==> src/rtl/irqseq_pkg.sv <==
package irqseq_pkg;

  typedef enum logic [2:0] {
    S_IDLE, S_RSTV, S_PPC, S_PSR, S_PFR, S_VEC, S_DONE
  } seq_state_t;

  // Saved flag word: fields decoded by the return path of the core.
  function automatic logic [15:0] pack_flags(input logic fen, input logic ien,
                                             input logic nen, input logic [3:0] prio);
    return {9'd0, fen, ien, nen, prio};
  endfunction

endpackage

==> src/rtl/irqseq_pick.sv <==
module irqseq_pick #(
  parameter int NLINES = 9,
  parameter int IW     = $clog2(NLINES)
) (
  input  logic              clk,
  input  logic              rst_n,
  input  logic [NLINES-1:0] lines_i,
  output logic [NLINES-1:0] pend_o,
  output logic              any_o,
  output logic [IW-1:0]     win_o
);
  always_ff @(posedge clk) begin
    if (!rst_n) pend_o <= '0;
    else        pend_o <= lines_i;
  end

  // Scan from the top so the lowest set index is left last.
  always_comb begin
    win_o = '0;
    for (int i = NLINES - 1; i >= 0; i--) begin
      if (pend_o[i]) win_o = IW'(i);
    end
    any_o = |pend_o;
  end
endmodule

==> src/rtl/irqseq_gate.sv <==
module irqseq_gate #(
  parameter int IW = 4,
  parameter int LW = 3,
  parameter int PW = 4
) (
  input  logic          any_i,
  input  logic [IW-1:0] win_i,
  input  logic          fast_en_i,
  input  logic          irq_en_i,
  input  logic          nest_en_i,
  input  logic [PW-1:0] prio_i,
  input  logic          fast_act_i,
  input  logic          norm_act_i,
  output logic          take_o,
  output logic          is_fast_o,
  output logic [LW-1:0] line_o
);
  logic fast_ok, norm_ok;

  always_comb begin
    is_fast_o = (win_i == '0);
    line_o    = LW'(win_i - IW'(1));
    fast_ok   = fast_en_i && !fast_act_i;
    norm_ok   = irq_en_i && (prio_i > PW'(line_o)) && !(norm_act_i && !nest_en_i);
    take_o    = any_i && (is_fast_o ? fast_ok : norm_ok);
  end
endmodule

==> src/rtl/irq_entry_seq.sv <==
module irq_entry_seq
  import irqseq_pkg::*;
#(
  parameter int          AW            = 16,
  parameter int          DW            = 16,
  parameter int          NNORM         = 8,
  parameter logic [15:0] FAST_VEC      = 16'hFFF6,
  parameter logic [15:0] NORM_VEC_BASE = 16'hFFF8,
  parameter logic [15:0] RESET_VEC     = 16'hFFF7,
  parameter logic [15:0] SKIP_WORD     = 16'h9A98,
  parameter int          PRIO_RESET    = 8,
  localparam int         NLINES        = NNORM + 1,
  localparam int         IW            = $clog2(NLINES),
  localparam int         LW            = $clog2(NNORM),
  localparam int         PW            = $clog2(NNORM + 1)
) (
  input  logic              clk,
  input  logic              rst_n,
  input  logic [NLINES-1:0] line_req,
  input  logic              instr_done,
  input  logic [15:0]       instr_word,
  input  logic              ret_fast,
  input  logic              ret_norm,
  input  logic              cfg_wr,
  input  logic              cfg_fast_en,
  input  logic              cfg_irq_en,
  input  logic              cfg_nest_en,
  input  logic [PW-1:0]     cfg_prio,
  input  logic [DW-1:0]     cur_pc,
  input  logic [DW-1:0]     cur_sr,
  input  logic [AW-1:0]     cur_sp,
  output logic              mem_req,
  output logic              mem_we,
  output logic [AW-1:0]     mem_addr,
  output logic [DW-1:0]     mem_wdata,
  input  logic              mem_ack,
  input  logic [DW-1:0]     mem_rdata,
  output logic              core_hold,
  output logic              upd_valid,
  output logic [DW-1:0]     upd_pc,
  output logic [DW-1:0]     upd_sr,
  output logic [AW-1:0]     upd_sp,
  output logic [PW-1:0]     prio_out,
  output logic              fast_active,
  output logic              norm_active
);
  seq_state_t          state;
  logic [NLINES-1:0]   pend_q;
  logic                any_pend;
  logic [IW-1:0]       win;
  logic                g_take, acc_fast, acc_go, check_ok;
  logic [LW-1:0]       acc_line;
  logic                fast_en_q, irq_en_q, nest_en_q;
  logic [PW-1:0]       prio_q;
  logic [DW-1:0]       pc_q, sr_q, fr_q;
  logic [AW-1:0]       sp_q;
  logic                kind_fast, push_fr;
  logic [LW-1:0]       line_q;
  logic [AW-1:0]       vec_addr;

  irqseq_pick #(.NLINES(NLINES), .IW(IW)) u_pick (
    .clk(clk), .rst_n(rst_n), .lines_i(line_req),
    .pend_o(pend_q), .any_o(any_pend), .win_o(win)
  );

  irqseq_gate #(.IW(IW), .LW(LW), .PW(PW)) u_gate (
    .any_i(any_pend), .win_i(win), .fast_en_i(fast_en_q), .irq_en_i(irq_en_q),
    .nest_en_i(nest_en_q), .prio_i(prio_q), .fast_act_i(fast_active),
    .norm_act_i(norm_active), .take_o(g_take), .is_fast_o(acc_fast), .line_o(acc_line)
  );

  assign check_ok = instr_done && (instr_word != SKIP_WORD) && (state == S_IDLE);
  assign acc_go   = check_ok && g_take;
  assign vec_addr = kind_fast ? AW'(FAST_VEC) : AW'(NORM_VEC_BASE) + AW'(line_q);

  always_ff @(posedge clk) begin
    if (!rst_n) begin
      state       <= S_RSTV;
      fast_en_q   <= 1'b0;
      irq_en_q    <= 1'b0;
      nest_en_q   <= 1'b0;
      prio_q      <= PW'(PRIO_RESET);
      fast_active <= 1'b0;
      norm_active <= 1'b0;
      pc_q        <= '0;
      sr_q        <= '0;
      fr_q        <= '0;
      sp_q        <= '0;
      kind_fast   <= 1'b0;
      push_fr     <= 1'b0;
      line_q      <= '0;
    end else begin
      if (ret_fast) fast_active <= 1'b0;
      if (ret_norm) norm_active <= 1'b0;
      if (cfg_wr) begin
        fast_en_q <= cfg_fast_en;
        irq_en_q  <= cfg_irq_en;
        nest_en_q <= cfg_nest_en;
        prio_q    <= cfg_prio;
      end
      unique case (state)
        S_IDLE: if (acc_go) begin
          pc_q      <= cur_pc;
          sr_q      <= cur_sr;
          sp_q      <= cur_sp;
          fr_q      <= DW'(pack_flags(fast_en_q, irq_en_q, nest_en_q, 4'(prio_q)));
          kind_fast <= acc_fast;
          line_q    <= acc_line;
          push_fr   <= !acc_fast && nest_en_q;
          if (acc_fast) fast_active <= 1'b1;
          else begin
            norm_active <= 1'b1;
            if (nest_en_q) prio_q <= PW'(acc_line);
          end
          state <= S_PPC;
        end
        S_RSTV: if (mem_ack) begin
          pc_q  <= mem_rdata;
          state <= S_DONE;
        end
        S_PPC: if (mem_ack) begin
          sp_q  <= sp_q - AW'(1);
          state <= S_PSR;
        end
        S_PSR: if (mem_ack) begin
          sp_q  <= sp_q - AW'(1);
          state <= push_fr ? S_PFR : S_VEC;
        end
        S_PFR: if (mem_ack) begin
          sp_q  <= sp_q - AW'(1);
          state <= S_VEC;
        end
        S_VEC: if (mem_ack) begin
          pc_q  <= mem_rdata;
          state <= S_DONE;
        end
        S_DONE: state <= S_IDLE;
        default: state <= S_IDLE;
      endcase
    end
  end

  always_comb begin
    mem_req   = 1'b0;
    mem_we    = 1'b0;
    mem_addr  = sp_q;
    mem_wdata = pc_q;
    unique case (state)
      S_RSTV: begin mem_req = 1'b1; mem_addr = AW'(RESET_VEC); end
      S_PPC:  begin mem_req = 1'b1; mem_we = 1'b1; mem_wdata = pc_q; end
      S_PSR:  begin mem_req = 1'b1; mem_we = 1'b1; mem_wdata = sr_q; end
      S_PFR:  begin mem_req = 1'b1; mem_we = 1'b1; mem_wdata = fr_q; end
      S_VEC:  begin mem_req = 1'b1; mem_addr = vec_addr; end
      default: ;
    endcase
  end

  assign core_hold = (state != S_IDLE);
  assign upd_valid = (state == S_DONE);
  assign upd_pc    = pc_q;
  assign upd_sr    = '0;
  assign upd_sp    = sp_q;
  assign prio_out  = prio_q;
endmodule

==> config.mk <==
export PLATFORM = sky130hd
export DESIGN_NAME = irq_entry_seq
export DESIGN_NICKNAME = d
export VERILOG_FILES = /design/src/rtl/irqseq_pkg.sv /design/src/rtl/irqseq_pick.sv /design/src/rtl/irqseq_gate.sv /design/src/rtl/irq_entry_seq.sv
export SDC_FILE = /design/constraint.sdc
export NUM_CORES = 1
export LEC_CHECK = 0
export BUFFER_PORTS_ARGS = -buffer_cell sky130_fd_sc_hd__clkbuf_2
export CORE_MARGIN = 2
export CORE_UTILIZATION = 35
export DETAILED_ROUTE_END_ITERATION = 12
export PLACE_DENSITY_LB_ADDON = 0.15
export SYNTH_ARGS = -nofsm -noshare
export SYNTH_HDL_FRONTEND = slang
export SYNTH_HIERARCHICAL = 1
export SYNTH_SLANG_ARGS = --single-unit
==> constraint.sdc <==
create_clock -name clk -period 5.7 [get_ports clk]
set_input_delay 0.855 -clock clk [delete_from_list [all_inputs] [get_ports clk]]
set_output_delay 0.855 -clock clk [all_outputs]
set_load 0.01 [all_outputs]
Word level (Yosys, flattened, before mapping)

Index checks and enable logic that the tools add are counted.

Add/sub/neg operators: 3
Order comparisons: 1
Eq/ne operators: 13
Mux-type cells: 41
Reductions and logical operators: 26

Operators with widths:

| cell                                                                  | number |
|---|---|
| 16-bit one-hot mux with 2 select lines                                | 4 |
| 16-bit two-way mux                                                    | 5 |
| 4-bit two-way mux                                                     | 14 |
| 16-bit != test, second input constant                                 | 1 |
| 16-bit by 1-bit subtractor with 16-bit output, second input constant  | 1 |
| 3-bit two-way mux                                                     | 5 |
| 3-bit one-hot mux with 5 select lines                                 | 1 |
| 1-bit two-way mux                                                     | 12 |
| 3-bit equality test, second input constant                            | 3 |
| 1-bit logical AND                                                     | 9 |
| 9-bit OR reduction                                                    | 1 |
| 2-bit != test, second input constant                                  | 4 |
| 3-bit by 2-bit equality test with 1-bit output, second input constant | 2 |
| 3-bit AND reduction                                                   | 2 |
| 4-bit by 4-bit adder with 5-bit output, first input constant          | 1 |
| 5-bit AND reduction                                                   | 1 |
| 5-bit OR reduction                                                    | 1 |
| 4-bit by 3-bit greater-than comparator with 1-bit output              | 1 |
| 1-bit zero test                                                       | 4 |
| 4-bit zero test                                                       | 1 |
| 2-bit by 1-bit != test with 1-bit output, second input constant       | 2 |
| 2-bit nonzero test                                                    | 2 |
| 3-bit by 1-bit equality test with 1-bit output, second input constant | 1 |
| 3-bit zero test                                                       | 1 |
| 5 further kinds                                                       | 5 |

Flip-flop bits (word level): 81
Input bits: 103
Output and inout bits: 90

Logic depth before layout (Yosys ltp)

Gate-level depths: netlist of the first run.

Word-level depth: 18
Gate-level depth with buffers: 16
Mapped depth without buffers: 14

By module

Netlist of the first run, hierarchy kept.

Modules (own cells, without submodules):

| module        | times used | cells an instance | area an instance (sq um) |
|---|---|---|---|
| irq_entry_seq | 1          | 523               | 3971.3 |
| irqseq_pick   | 1          | 32                | 341.6 |
| irqseq_gate   | 1          | 19                | 156.4 |

Worst setup path after synthesis of the first run

No wires, ideal clock.

Path type: reg2reg
Start point: register u_pick.pend_o[4]
End point: register push_fr
Setup time: 0.115 ns
Arrival: 2.841 ns
Data required time: 5.585 ns
Setup slack: 2.745 ns
Cell stages (with the launch flop): 15
Buffers on the path: 2
Period minus slack after synthesis: 2.955 ns
Cell sequence: dfxtp_1 -> o41ai_1 -> inv_1 -> ha_1 -> ha_1 -> nor2b_1 -> o21a_1 -> nor3_2 -> o31ai_2 -> nand3_1 -> or2_1 -> clkbuf_1 -> buf_2 -> and2_1 -> o21a_1

Longest elaborated chain between the ends: 13
Elaborated cells between the ends (all ways): 17

Ends and longest elaborated chain:

| what                                                     | line                 | RTL |
|---|---|---|
| from (decl)                                              | irqseq_pick.sv:8     | `output logic [NLINES-1:0] pend_o,` |
| from (signal assigned)                                   | irqseq_pick.sv:14    | `else pend_o <= lines_i;` |
| 4-bit two-way mux (5 in a row)                           | irqseq_pick.sv:21    | `if (pend_o[i]) win_o = IW'(i);` |
| named net win[0]                                         | irq_entry_seq.sv:50  | `logic [IW-1:0] win;` |
| 3-bit by 1-bit subtractor with 3-bit output              | irqseq_gate.sv:22    | `line_o = LW'(win_i - IW'(1));` |
| named net acc_line[0]                                    | irq_entry_seq.sv:52  | `logic [LW-1:0] acc_line;` |
| 4-bit by 3-bit greater-than comparator with 1-bit output | irqseq_gate.sv:24    | `norm_ok = irq_en_i && (prio_i > PW'(line_o)) && !(norm_act_i && !nest_en_i);` |
| 1-bit logical AND (2 in a row)                           | irqseq_gate.sv:24    |  |
| 1-bit two-way mux                                        | irqseq_gate.sv:25    | `take_o = any_i && (is_fast_o ? fast_ok : norm_ok);` |
| 1-bit logical AND                                        | irqseq_gate.sv:25    |  |
| named net g_take                                         | irq_entry_seq.sv:51  | `logic g_take, acc_fast, acc_go, check_ok;` |
| 1-bit logical AND                                        | irq_entry_seq.sv:73  | `assign acc_go = check_ok && g_take;` |
| 2-bit AND reduction (no line)                            | n/a                  |  |
| to (signal assigned)                                     | irq_entry_seq.sv:109 | `push_fr <= !acc_fast && nest_en_q;` |
| to (decl)                                                | irq_entry_seq.sv:57  | `logic kind_fast, push_fr;` |

The timed path passes the listed nets, and every way through them passes these cells.
A chain may end at the register's enable or synchronous reset.

Worst setup path in the final report of the first run

Start point: register u_pick.pend_o[7]
End point: register pc_q[15], in the netlist upd_pc[15]

Longest elaborated chain between the ends: 17
Elaborated cells between the ends (all ways): 19

Ends and longest elaborated chain:

| what                                                     | line                 | RTL |
|---|---|---|
| 4-bit two-way mux (8 in a row)                           | irqseq_pick.sv:21    |  |
| named net win[0]                                         | irq_entry_seq.sv:50  |  |
| 3-bit by 1-bit subtractor with 3-bit output              | irqseq_gate.sv:22    |  |
| named net acc_line[0]                                    | irq_entry_seq.sv:52  |  |
| 4-bit by 3-bit greater-than comparator with 1-bit output | irqseq_gate.sv:24    |  |
| 1-bit logical AND (2 in a row)                           | irqseq_gate.sv:24    |  |
| 1-bit two-way mux                                        | irqseq_gate.sv:25    |  |
| 1-bit logical AND                                        | irqseq_gate.sv:25    |  |
| named net g_take                                         | irq_entry_seq.sv:51  |  |
| 1-bit logical AND                                        | irq_entry_seq.sv:73  |  |
| 2-bit != test (no line)                                  | n/a                  |  |
| 3-bit AND reduction (no line)                            | n/a                  |  |
| to (signal assigned)                                     | irq_entry_seq.sv:103 | `pc_q <= cur_pc;` |
| to (signal assigned)                                     | irq_entry_seq.sv:118 | `pc_q <= mem_rdata;` |
| to (signal assigned)                                     | irq_entry_seq.sv:134 | `pc_q <= mem_rdata;` |
| to (decl)                                                | irq_entry_seq.sv:55  | `logic [DW-1:0] pc_q, sr_q, fr_q;` |

The timed path passes the listed nets, and every way through them passes these cells.

==> impl_results.md, run 1 <==
* Clk_skew at ~0.0078 ns
* Pre-CTS WS at between 1.5 and 2 ns
* DP Area at approximately 5300 um^2
* Post-synth EDFFs at 0
* Clock Pin Slew Worst Setup and Hold Paths at roughly 0.06 ns
* Drt via density at ~5.0
* Via count at 4482
* Cell Area, Synth at 4469 um^2
* Worst-path cell chain: a21oi_1 > o41ai_1 > inv_1 > ha_1 > xnor2_1 > ha_1 > nand4b_1 > o2111ai_1 > o31ai_2 > nand3_1 > o22ai_2 > nor2_1 > a311oi_1
* Non-filler cells, final at around 900
* Max_cap viols at 0
* Die area at 13690 um^2
* Chip width at ~120 um
* Setup TNS at 0 ns
* Startpoint types: register
* Synth cell types at 62
* H-tree lvl count at 3
* Synth async-reset ratio at 0%
* Clock tree buffer depth at 2
* Finished Cell Area at ~5600 um^2
* Setup repair after global routing missed its margin: false
* Final hold violation count at 0
* Leakage at about 2.4 nW
* Max incr delay on CP at 1.00 ns
* Critical path buffer and inverter count at 1
* Max FO, Critical Path at 32
* Max IR drop VDD at between 0.1 and 0.15 mV
* Synth top cells by count: nand2_1 (111), dfxtp_1 (81), a21oi_1 (68)
* Largest net degree at the start of global routing at 64
* Final HPWL DP at 9676 um
* Core area at between 10000 and 15000 um^2
* Synth warn at 6
* Ports at approximately 190
* CP most frequent cell: ha_1
* Sequential share of the synthesized area at 36.28%
* Slew @ Worst Pin at 1.222 ns
* Layout cell share with drive strength beyond 1 at a little under a third
* Global-route wire length before repair at ~20000 um
* Max-slew headroom at between 10% and 20%
* Port Buffers at between 150 and 200
* Initial Utilization at between 30% and 40%
* Dpl cells at 883
* Post CTS Setup Buffer Count at 0
* Synth Instances at between 500 and 600
* Clock Sink Count at a little over 80
* CTS tree: done
* Fin. max-slew vios at 0
* Yosys top cell by area: dfxtp_1
* Clock root cell: clkbuf_16
* Grt ovf at 0
* Crit Path Class: register to register
* Slowest cell on crit path: o22ai_2
* Most common cell in the netlist: nand2_1
* Total CTS buffers at 9
* Initial antenna violation count at 0
* Synth top area share at between 30% and 40%
* Most used DFF post-synth: dfxtp_1
* Nets at 830
* Period utilisation layout at between 60% and 70%
* Arr. time, crit path at about 4.0 ns
* Routed wire length at between 10000 and 15000 um
* Yosys reg bits at 81
* Antenna Violating Nets Remaining at 0
* All-layer global routing usage at a little under a fifth
* First drt pass iteration count at 6
* # setup viols final at 0
* Wirelength per Cell at 14.75 um
* Vias in the first global route at ~3900
* Status: finished, final reports clean
* Latest clock arrival within the worst-skew pair at ~0.34 ns
* Residual DRC at 0
* Post-CTS Resized at 0
* Die Height at ~120 um
* Number of diodes at 0
* Max Fclk at 0.2646 GHz
* Iter 0 DRT Violations at 276
* Post-route worst setup slack at between 1.5 and 2 ns
* Cts hold-fix bufs at 0
* Pwr dens at between 300 and 400 nW/um^2
* Area delta synth->final at 25.03%
* Worst Path Required at between 5 and 6 ns
* Dominant cells by area after synthesis: dfxtp_1 (36%), nand2_1 (9.3%), a21oi_1 (7.6%), a311oi_1 (4.9%), nor2_1 (4.4%)
* CP endpoint kind: register
* Period minus WS final at approximately 3.8 ns
* Final GP Congestion at between 0.8 and 0.9
* Class of the worst hold path: register to register
* Cell Rows at 41
* Average instance area after synthesis at about 7.8 um^2
* Crit path max-delay family: compound AO/OA/AOI/OAI gates
layout by cell type (no fill, tap or decap), types with 3 or more instances in the layout:
master / count
buf_4: 5
nor4bb_1: 3
nor2b_1: 6
o21ai_1: 6
nand2_1: 111
a21oi_1: 68
dfxtp_1: 81
a311oi_1: 25
clkinv_2: 5
o21ai_0: 4
clkbuf_2: 176
a22oi_1: 3
conb_1: 16
mux2i_1: 8
mux2_2: 5
a21o_1: 6
nor2_1: 52
o22ai_1: 15
ha_1: 5
inv_1: 21
o21a_1: 4
nand4b_1: 4
nand3_1: 5
o31ai_1: 5
nand2b_1: 16
and2_1: 11
clkbuf_16: 9
o211ai_1: 5
nor3_2: 3
final timing paths:
path / from / endpoint / slack, ns / cells past startpoint
min: sr_q[10] / sr_q[10] / 0.45 / 2
max: u_pick/pend_o[7] / upd_pc[15] / 1.92 / 13
min reg2reg: sr_q[10] / sr_q[10] / 0.45 / 2
max reg2reg: u_pick/pend_o[7] / upd_pc[15] / 1.92 / 13
registers in the layout (all words and copies together), names as in the netlist, 3 cells and up:
name	flops
fr_q	7
line_q	3
prio_out	4
sr_q	16
state	3
u_pick/pend_o	9
upd_pc	16
upd_sp	16
worst min-delay path, delay by kind of cell, from the launching register on:
kind / cells / cell delay, ns
DFF: 1 / 0.31
and+or+nand+nor: 1 / 0.05
AOI/OAI and AO/OA: 1 / 0.05
stage by stage:
step / total power, mW / utilization, % / hold slack [ns]
floorplan: 0.9983 / - / 0.4363
global placement: 1.160 / 42.36 / 0.4427
detailed placement: 1.167 / 42.36 / 0.4498
CTS: 1.697 / 44.46 / 0.4579
global route: 1.773 / 44.46 / 0.4750
finish: 1.678 / 44.46 / 0.4548
final cells by class:
class,count,area (um^2)
Clock buffer,10,229.0
Clock inverter,6,35.03
Fill cell,1297,6980
Inverter,23,87.58
Multi-Input combinational cell,426,2481
Sequential cell,81,1622
Tap cell,172,215.2
Timing Repair Buffer,181,918.4
report_power, final:
group / internal, mW / switching (mW) / total, mW
combinational: 0.203 / 0.292 / 0.496
clock: 0.292 / 0.233 / 0.525
sequential: 0.602 / 0.0554 / 0.657
layer usage:
layer / up-vias / wire (um) / track usage [%]
met5: - / 0 / 0
met4: 0 / 112 / 6.902
met3: 8 / 837 / 2.678
met2: 156 / 5934 / 28.02
met1: 2049 / 6372 / 27.13
li1: 2269 / - / -
logic make-up (layout without fill, tap and decap cells):
family          after synthesis  count (layout)  share of synthesized area (%)
simple gates                234             234                          26.09
other cells                   1              16                        0.08391
flops                        81              81                          36.28
xor+xnor                      1               1                         0.1960
buf+inv                      82             220                          9.602
fa+ha+maj                     5               5                          1.400
mux                          13              13                          3.051
compound gates              157             157                          23.29
No activity file was read; power rests on OpenSTA's default activity.
==> run 2, diff against run 1 <==
clock period = 3.22 ns   (was 5.7 ns; I/O delays follow)
==> run 2 against run 1 <==
Net effect:
- non-clock buffer count up 17
- utilization is 2.8 points higher
- register-to-register slack worse by 1.8 ns
- maximum frequency rose by 21%
- largest cell class unchanged
- combinational power grew 98%
- global-route usage increased by 0.49 points
- final area grew 6.4%
- flip-flop and latch count unchanged
==> impl_results.md, run 2 (same netlist as run 1, synthesis figures left out) <==
* Cts hold-fix bufs at 0 (unchanged)
* Reg2reg end: upd_pc[8] (was upd_pc[15])
* Commonest cells after routing, fill and taps aside: clkbuf_2 (176), nand2_1 (111), dfxtp_1 (77) (was clkbuf_2 (176), nand2_1 (111), dfxtp_1 (81))
* Slew @ Worst Pin at 0.7866 ns (was 1.222 ns)
* Fin. max-slew vios at 0 (unchanged)
* Startpoint types: register (unchanged)
* Non-filler cells, final at 916 (was 899)
* Initial antenna violation count at 0 (unchanged)
* Number of diodes at 0 (unchanged)
* Area delta synth->final at 33.03% (was 25.03%)
* Nets at 847 (was 830)
* Initial Utilization at 35.56% (unchanged)
* First drt pass iteration count at 8 (was 6)
* Drt via density at 5.082 (was 4.986)
* Global-route wire length before repair at 20320 um (was 19670 um)
* Hold Path Sink: u_pick/pend_o[7] (was sr_q[10])
* Setup repair after global routing missed its margin: true (was false)
* Die area at 13690 um^2 (unchanged)
* Period utilisation layout at 96.64% (was 66.30%)
* Wirelength per Cell at 15.28 um (was 14.75 um)
* Max_cap viols at 0 (unchanged)
* Core area at 12570 um^2 (unchanged)
* Largest net degree at the start of global routing at 37 (was 64)
* Commonest non-fill, non-tap cell in the layout: clkbuf_2 (unchanged)
* Clk_skew at 0.01100 ns (was 0.007795 ns)
* Final total power at 3.144 mW (was 1.678 mW)
* Arr. time, crit path at 3.36 ns (was 4.01 ns)
* Worst Path Required at 3.47 ns (was 5.93 ns)
* Max FO, Critical Path at 8 (was 32)
* Max Fclk at 0.3213 GHz (was 0.2646 GHz)
* Final hold violation count at 0 (unchanged)
* Final GP Congestion at 0.8285 (was 0.8250)
* H-tree lvl count at 3 (unchanged)
* Pre-CTS WS at 0.1141 ns (was 1.970 ns)
* Residual DRC at 0 (unchanged)
* Max IR drop VDD at 0.2707 mV (was 0.1420 mV)
* Hold Path Stages at 2 (unchanged)
* R2r worst-path depth at 16 (was 13)
* Chip width at 117 um (unchanged)
* Worst R2R Setup Slack at 0.11 ns (was 1.92 ns)
* Ports at 193 (unchanged)
* Clock tree buffer depth at 2 (unchanged)
* Leakage at 2.554 nW (was 2.412 nW)
* Iter 0 DRT Violations at 321 (was 276)
* Latest clock arrival within the worst-skew pair at 0.35 ns (was 0.34 ns)
* Antenna Violating Nets Remaining at 0 (unchanged)
* Pwr dens at 528.8 nW/um^2 (was 300.3 nW/um^2)
* Final HPWL DP at 9872 um (was 9676 um)
* Port Buffers at 176 (unchanged)
* CP endpoint kind: register (unchanged)
* Max-slew headroom at 47.48% (was 18.55%)
* Routed wire length at 13990 um (was 13260 um)
* Clock root cell: clkbuf_16 (unchanged)
* Post-route worst setup slack at 0.1081 ns (was 1.921 ns)
* Clock Pin Slew Worst Setup and Hold Paths at 0.06 ns (about the same)
* Via count at 4655 (was 4482)
* Die Height at 117 um (unchanged)
* FF-to-FF Start: u_pick/pend_o[6] (was u_pick/pend_o[7])
* # setup viols final at 0 (unchanged)
* Layout cell share with drive strength beyond 1 at 35.22% (was 30.40%)
* Hold Path Origin: line_req[7] (was sr_q[10])
* Grt ovf at 0 (unchanged)
* Clock Sink Count at 81 (unchanged)
* Cell Rows at 41 (unchanged)
* Crit Path Class: register to register (unchanged)
* Period minus WS final at 3.112 ns (was 3.779 ns)
* Class of the worst hold path: input pin to register (was register to register)
* Total CTS buffers at 9 (unchanged)
* CTS tree: done (unchanged)
* Status: finished, final reports clean (unchanged)
* Dpl cells at 891 (was 883)
* Vias in the first global route at 4016 (was 3887)
* All-layer global routing usage at 19.14% (was 18.65%)
[run 2: cell count changes in the layout (fill, tap and decap cells not counted), sizes merged]
cell / delta
clkinv: -2
clkbuf: +2
buf: +15
inv: +2
[run 2: worst max-delay path by stage]
stage                          start  slack, ns     endpoint  depth (start not counted)
floorplan           u_pick/pend_o[4]       0.26      push_fr                         14
global placement    u_pick/pend_o[7]       0.20    upd_pc[9]                         15
detailed placement  u_pick/pend_o[7]       0.11   upd_pc[15]                         15
CTS                 u_pick/pend_o[7]       0.10  prio_out[3]                         13
global route        u_pick/pend_o[6]      -0.06    upd_pc[8]                         16
finish              u_pick/pend_o[6]       0.11    upd_pc[8]                         16
[run 2: final cells by class]
| class | count | area, um^2 |
|---|---|---|
| clock buffer | 10 | 239.0 |
| clock inverter | 6 | 50.05 |
| fill | 1256 | 6623 |
| inverter | 23 | 87.58 |
| multi-input combinational | 426 | 2592 |
| sequential | 81 | 1637 |
| tap | 172 | 215.2 |
| timing repair buffer | 198 | 1125 |
[run 2: timing repair]
| item | CTS | global route |
|---|---|---|
| setup buffers | 0 | 6 |
| endpoints found under the setup margin | 0 | 65 |
| gates resized for setup | 0 | 35 |
[run 2: metrics by stage]
stage | setup TNS (ns) | utilization [%] | hold WS [ns] | cell area, um^2
finish | 0 | 47.31 | 0.3435 | 5946
global route | -0.7382 | 47.31 | 0.3414 | 5946
CTS | 0 | 45.34 | 0.3351 | 5698
detailed placement | 0 | 43.04 | 0.4494 | 5409
global placement | 0 | 43.04 | 0.4450 | 5409
floorplan | 0 | - | 0.4363 | 4526
[run 2: routing by layer]
layer | GRT usage (%) | part of all wire, % | vias to the layer above | wire length (um)
li1 | - | - | 2312 | -
met1 | 27.13 | 48 | 2177 | 6664
met2 | 29.33 | 46 | 151 | 6367
met3 | 3.399 | 5.4 | 15 | 761
met4 | 6.745 | 1.4 | 0 | 199
met5 | 0 | 0 | - | 0
[run 2: critical path, cell delays in order, from the launching register on]
cell	delay, ns
dfxtp_4	0.34
inv_2	0.04
a21oi_2	0.05
o41ai_2	0.32
inv_1	0.12
ha_4	0.18
xnor2_2	0.13
ha_1	0.32
nand4b_1	0.11
o2111ai_2	0.13
o31ai_2	0.23
nand3_1	0.14
buf_6	0.16
o22ai_4	0.27
clkbuf_16	0.23
nor2_2	0.04
a311oi_1	0.20
[run 2: power breakdown]
| part | switching, mW | leakage (nW) | total, mW | internal, mW |
|---|---|---|---|---|
| Sequential | 0.0961 | 0.664 | 1.16 | 1.06 |
| Clock | 0.450 | 0.136 | 1.00 | 0.552 |
| Combinational | 0.560 | 1.75 | 0.983 | 0.423 |
==> run 3, diff against run 2 <==
PLACE_DENSITY = 0.69   (was unset)
PLACE_DENSITY_LB_ADDON = unset   (was 0.15)
==> run 3 against run 2 <==
Net effect:
- global-route usage down 1.1 points
- wire length shrank 3.9%
- register-to-register slack better by 0.05 ns
- first-iteration DRC count is 8.7% higher
- clock power up 16%
- worst hold slack better by 0.015 ns
- non-clock buffer count is 5 lower
- via count fell by 2.5%
- maximum frequency rose by 1.7%
- largest power group is now the clock network
==> impl_results.md, run 3 (same netlist as run 1, synthesis figures left out) <==
* Cts hold-fix bufs at 0 (unchanged)
* Total CTS buffers at 9 (unchanged)
* Startpoint types: register (unchanged)
* Hold_ws at 0.3584 ns (was 0.3435 ns)
* Die area at 13690 um^2 (unchanged)
* Max FO, Critical Path at 8 (unchanged)
* All-layer global routing usage at 18.07% (was 19.14%)
* Nets at 842 (was 847)
* Max IR drop VDD at 0.2592 mV (was 0.2707 mV)
* Clock Pin Slew Worst Setup and Hold Paths at 0.06 ns (about the same)
* Slew @ Worst Pin at 0.6604 ns (was 0.7866 ns)
* Leakage at 2.553 nW (was 2.554 nW)
* Initial Utilization at 35.56% (unchanged)
* # setup viols final at 0 (unchanged)
* Non-filler cells, final at 910 (was 916)
* CP endpoint kind: register (unchanged)
* Chip width at 117 um (unchanged)
* Iter 0 DRT Violations at 349 (was 321)
* Clock root cell: clkbuf_16 (unchanged)
* Ports at 193 (unchanged)
* Wirelength per Cell at 14.78 um (was 15.28 um)
* Hold Path Stages at 2 (unchanged)
* Max-slew headroom at 55.98% (was 47.48%)
* R2r worst-path depth at 16 (unchanged)
* Max_cap viols at 0 (unchanged)
* Grt ovf at 0 (unchanged)
* Clock tree buffer depth at 2 (unchanged)
* Post-route worst setup slack at 0.1611 ns (was 0.1081 ns)
* Dpl cells at 891 (unchanged)
* Pwr dens at 555.2 nW/um^2 (was 528.8 nW/um^2)
* Residual DRC at 0 (unchanged)
* Largest net degree at the start of global routing at 38 (was 37)
* FF-to-FF Start: u_pick/pend_o[6] (unchanged)
* Reg2reg end: upd_sp[1] (was upd_pc[8])
* Drt via density at 4.987 (was 5.082)
* Arr. time, crit path at 3.32 ns (was 3.36 ns)
* Commonest non-fill, non-tap cell in the layout: clkbuf_2 (unchanged)
* DP Area at 5409 um^2 (unchanged)
* First drt pass iteration count at 5 (was 8)
* Hold Path Origin: line_req[3] (was line_req[7])
* Number of diodes at 0 (unchanged)
* Hold Path Sink: u_pick/pend_o[3] (was u_pick/pend_o[7])
* Worst R2R Setup Slack at 0.16 ns (was 0.11 ns)
* Final hold violation count at 0 (unchanged)
* Max Fclk at 0.3269 GHz (was 0.3213 GHz)
* Vias in the first global route at 3872 (was 4016)
* Commonest cells after routing, fill and taps aside: clkbuf_2 (176), nand2_1 (111), dfxtp_1 (79) (was clkbuf_2 (176), nand2_1 (111), dfxtp_1 (77))
* Antenna Violating Nets Remaining at 0 (unchanged)
* Final HPWL DP at 9591 um (was 9872 um)
* Clk_skew at 0.006482 ns (was 0.01100 ns)
* Fin. max-slew vios at 0 (unchanged)
* Util after Layout at 46.72% (was 47.31%)
* Latest clock arrival within the worst-skew pair at 0.34 ns (was 0.35 ns)
* Crit Path Class: register to register (unchanged)
* Status: finished, final reports clean (unchanged)
* Core area at 12570 um^2 (unchanged)
* Cell Rows at 41 (unchanged)
* Global-route wire length before repair at 19430 um (was 20320 um)
* Port Buffers at 176 (unchanged)
* Routed wire length at 13450 um (was 13990 um)
* Worst Path Required at 3.48 ns (was 3.47 ns)
* Clock Sink Count at 81 (unchanged)
* Via count at 4538 (was 4655)
* CTS tree: done (unchanged)
* Final GP Congestion at 0.8162 (was 0.8285)
* Pre-CTS WS at 0.08447 ns (was 0.1141 ns)
* Die Height at 117 um (unchanged)
* Finished Cell Area at 5872 um^2 (was 5946 um^2)
* H-tree lvl count at 3 (unchanged)
* Initial antenna violation count at 0 (unchanged)
* Class of the worst hold path: input pin to register (unchanged)
* Period utilisation layout at 95.00% (was 96.64%)
* Layout cell share with drive strength beyond 1 at 32.52% (was 35.22%)
* Area delta synth->final at 31.38% (was 33.03%)
* Period minus WS final at 3.059 ns (was 3.112 ns)
==> run 3: cell count changes in the layout (fill, tap and decap cells not counted), sizes merged <==
cell      change
buf           -6
clkinvlp      -1
inv           -2
bufinv        +3
==> run 3: worst max-delay path by stage <==
stage	from	to	slack [ns]	cells after the start
global placement	u_pick/pend_o[7]	upd_pc[5]	0.24	15
floorplan	u_pick/pend_o[4]	push_fr	0.26	14
detailed placement	u_pick/pend_o[7]	prio_out[1]	0.08	13
CTS	u_pick/pend_o[7]	prio_out[1]	0.08	13
finish	u_pick/pend_o[6]	upd_sp[1]	0.16	16
global route	u_pick/pend_o[6]	upd_sp[1]	-0.06	16
==> run 3: metal layers <==
| layer | up-vias | part of all wire [%] | GRT usage, % |
|---|---|---|---|
| met5 | - | 0 | 0 |
| met4 | 0 | 1.3 | 5.961 |
| met3 | 15 | 4.5 | 2.317 |
| met2 | 144 | 47 | 28.25 |
| met1 | 2083 | 47 | 25.86 |
| li1 | 2296 | - | - |
==> run 3: area by class of cell <==
cell class	instances	area [um^2]
Clock buffer	9	225.2
Clock inverter	6	107.6
Fill cell	1244	6696
Inverter	23	87.58
Multi-Input combinational cell	426	2526
Sequential cell	81	1624
Tap cell	172	215.2
Timing Repair Buffer	193	1086
==> run 3: critical path, cell delays in order, from the launching register on <==
cell       delay, ns
dfxtp_1         0.34
inv_1           0.06
a21oi_1         0.08
o41ai_2         0.23
inv_1           0.11
ha_2            0.21
xnor2_2         0.14
ha_1            0.30
nand4b_1        0.14
o2111ai_2       0.15
o31ai_2         0.23
nand3_1         0.11
buf_4           0.18
a2bb2oi_4       0.17
buf_12          0.16
a211o_1         0.26
a21oi_1         0.12
==> run 3: where the power goes <==
| part | total [mW] | switching [mW] | internal (mW) |
|---|---|---|---|
| clock | 1.16 | 0.406 | 0.750 |
| sequential | 1.15 | 0.0876 | 1.07 |
| combinational | 0.951 | 0.549 | 0.402 |
| total | 3.26 | 1.04 | 2.22 |
==> run 3: timing repair <==
action	4_1_cts	5_1_grt
gates resized for setup	0	9
buffers inserted	0	1
hold endpoints to repair	0	0
endpoints found under the setup margin	0	61
==> run 3: stage by stage <==
| stage | power, mW | setup TNS, ns |
|---|---|---|
| 6_report | 3.260 | 0 |
| 5_1_grt | 3.438 | -0.8219 |
| 4_1_cts | 3.242 | 0 |
| 3_5_place_dp | 2.081 | 0 |
| 3_3_place_gp | 2.076 | 0 |
| 2_1_floorplan | 1.767 | 0 |
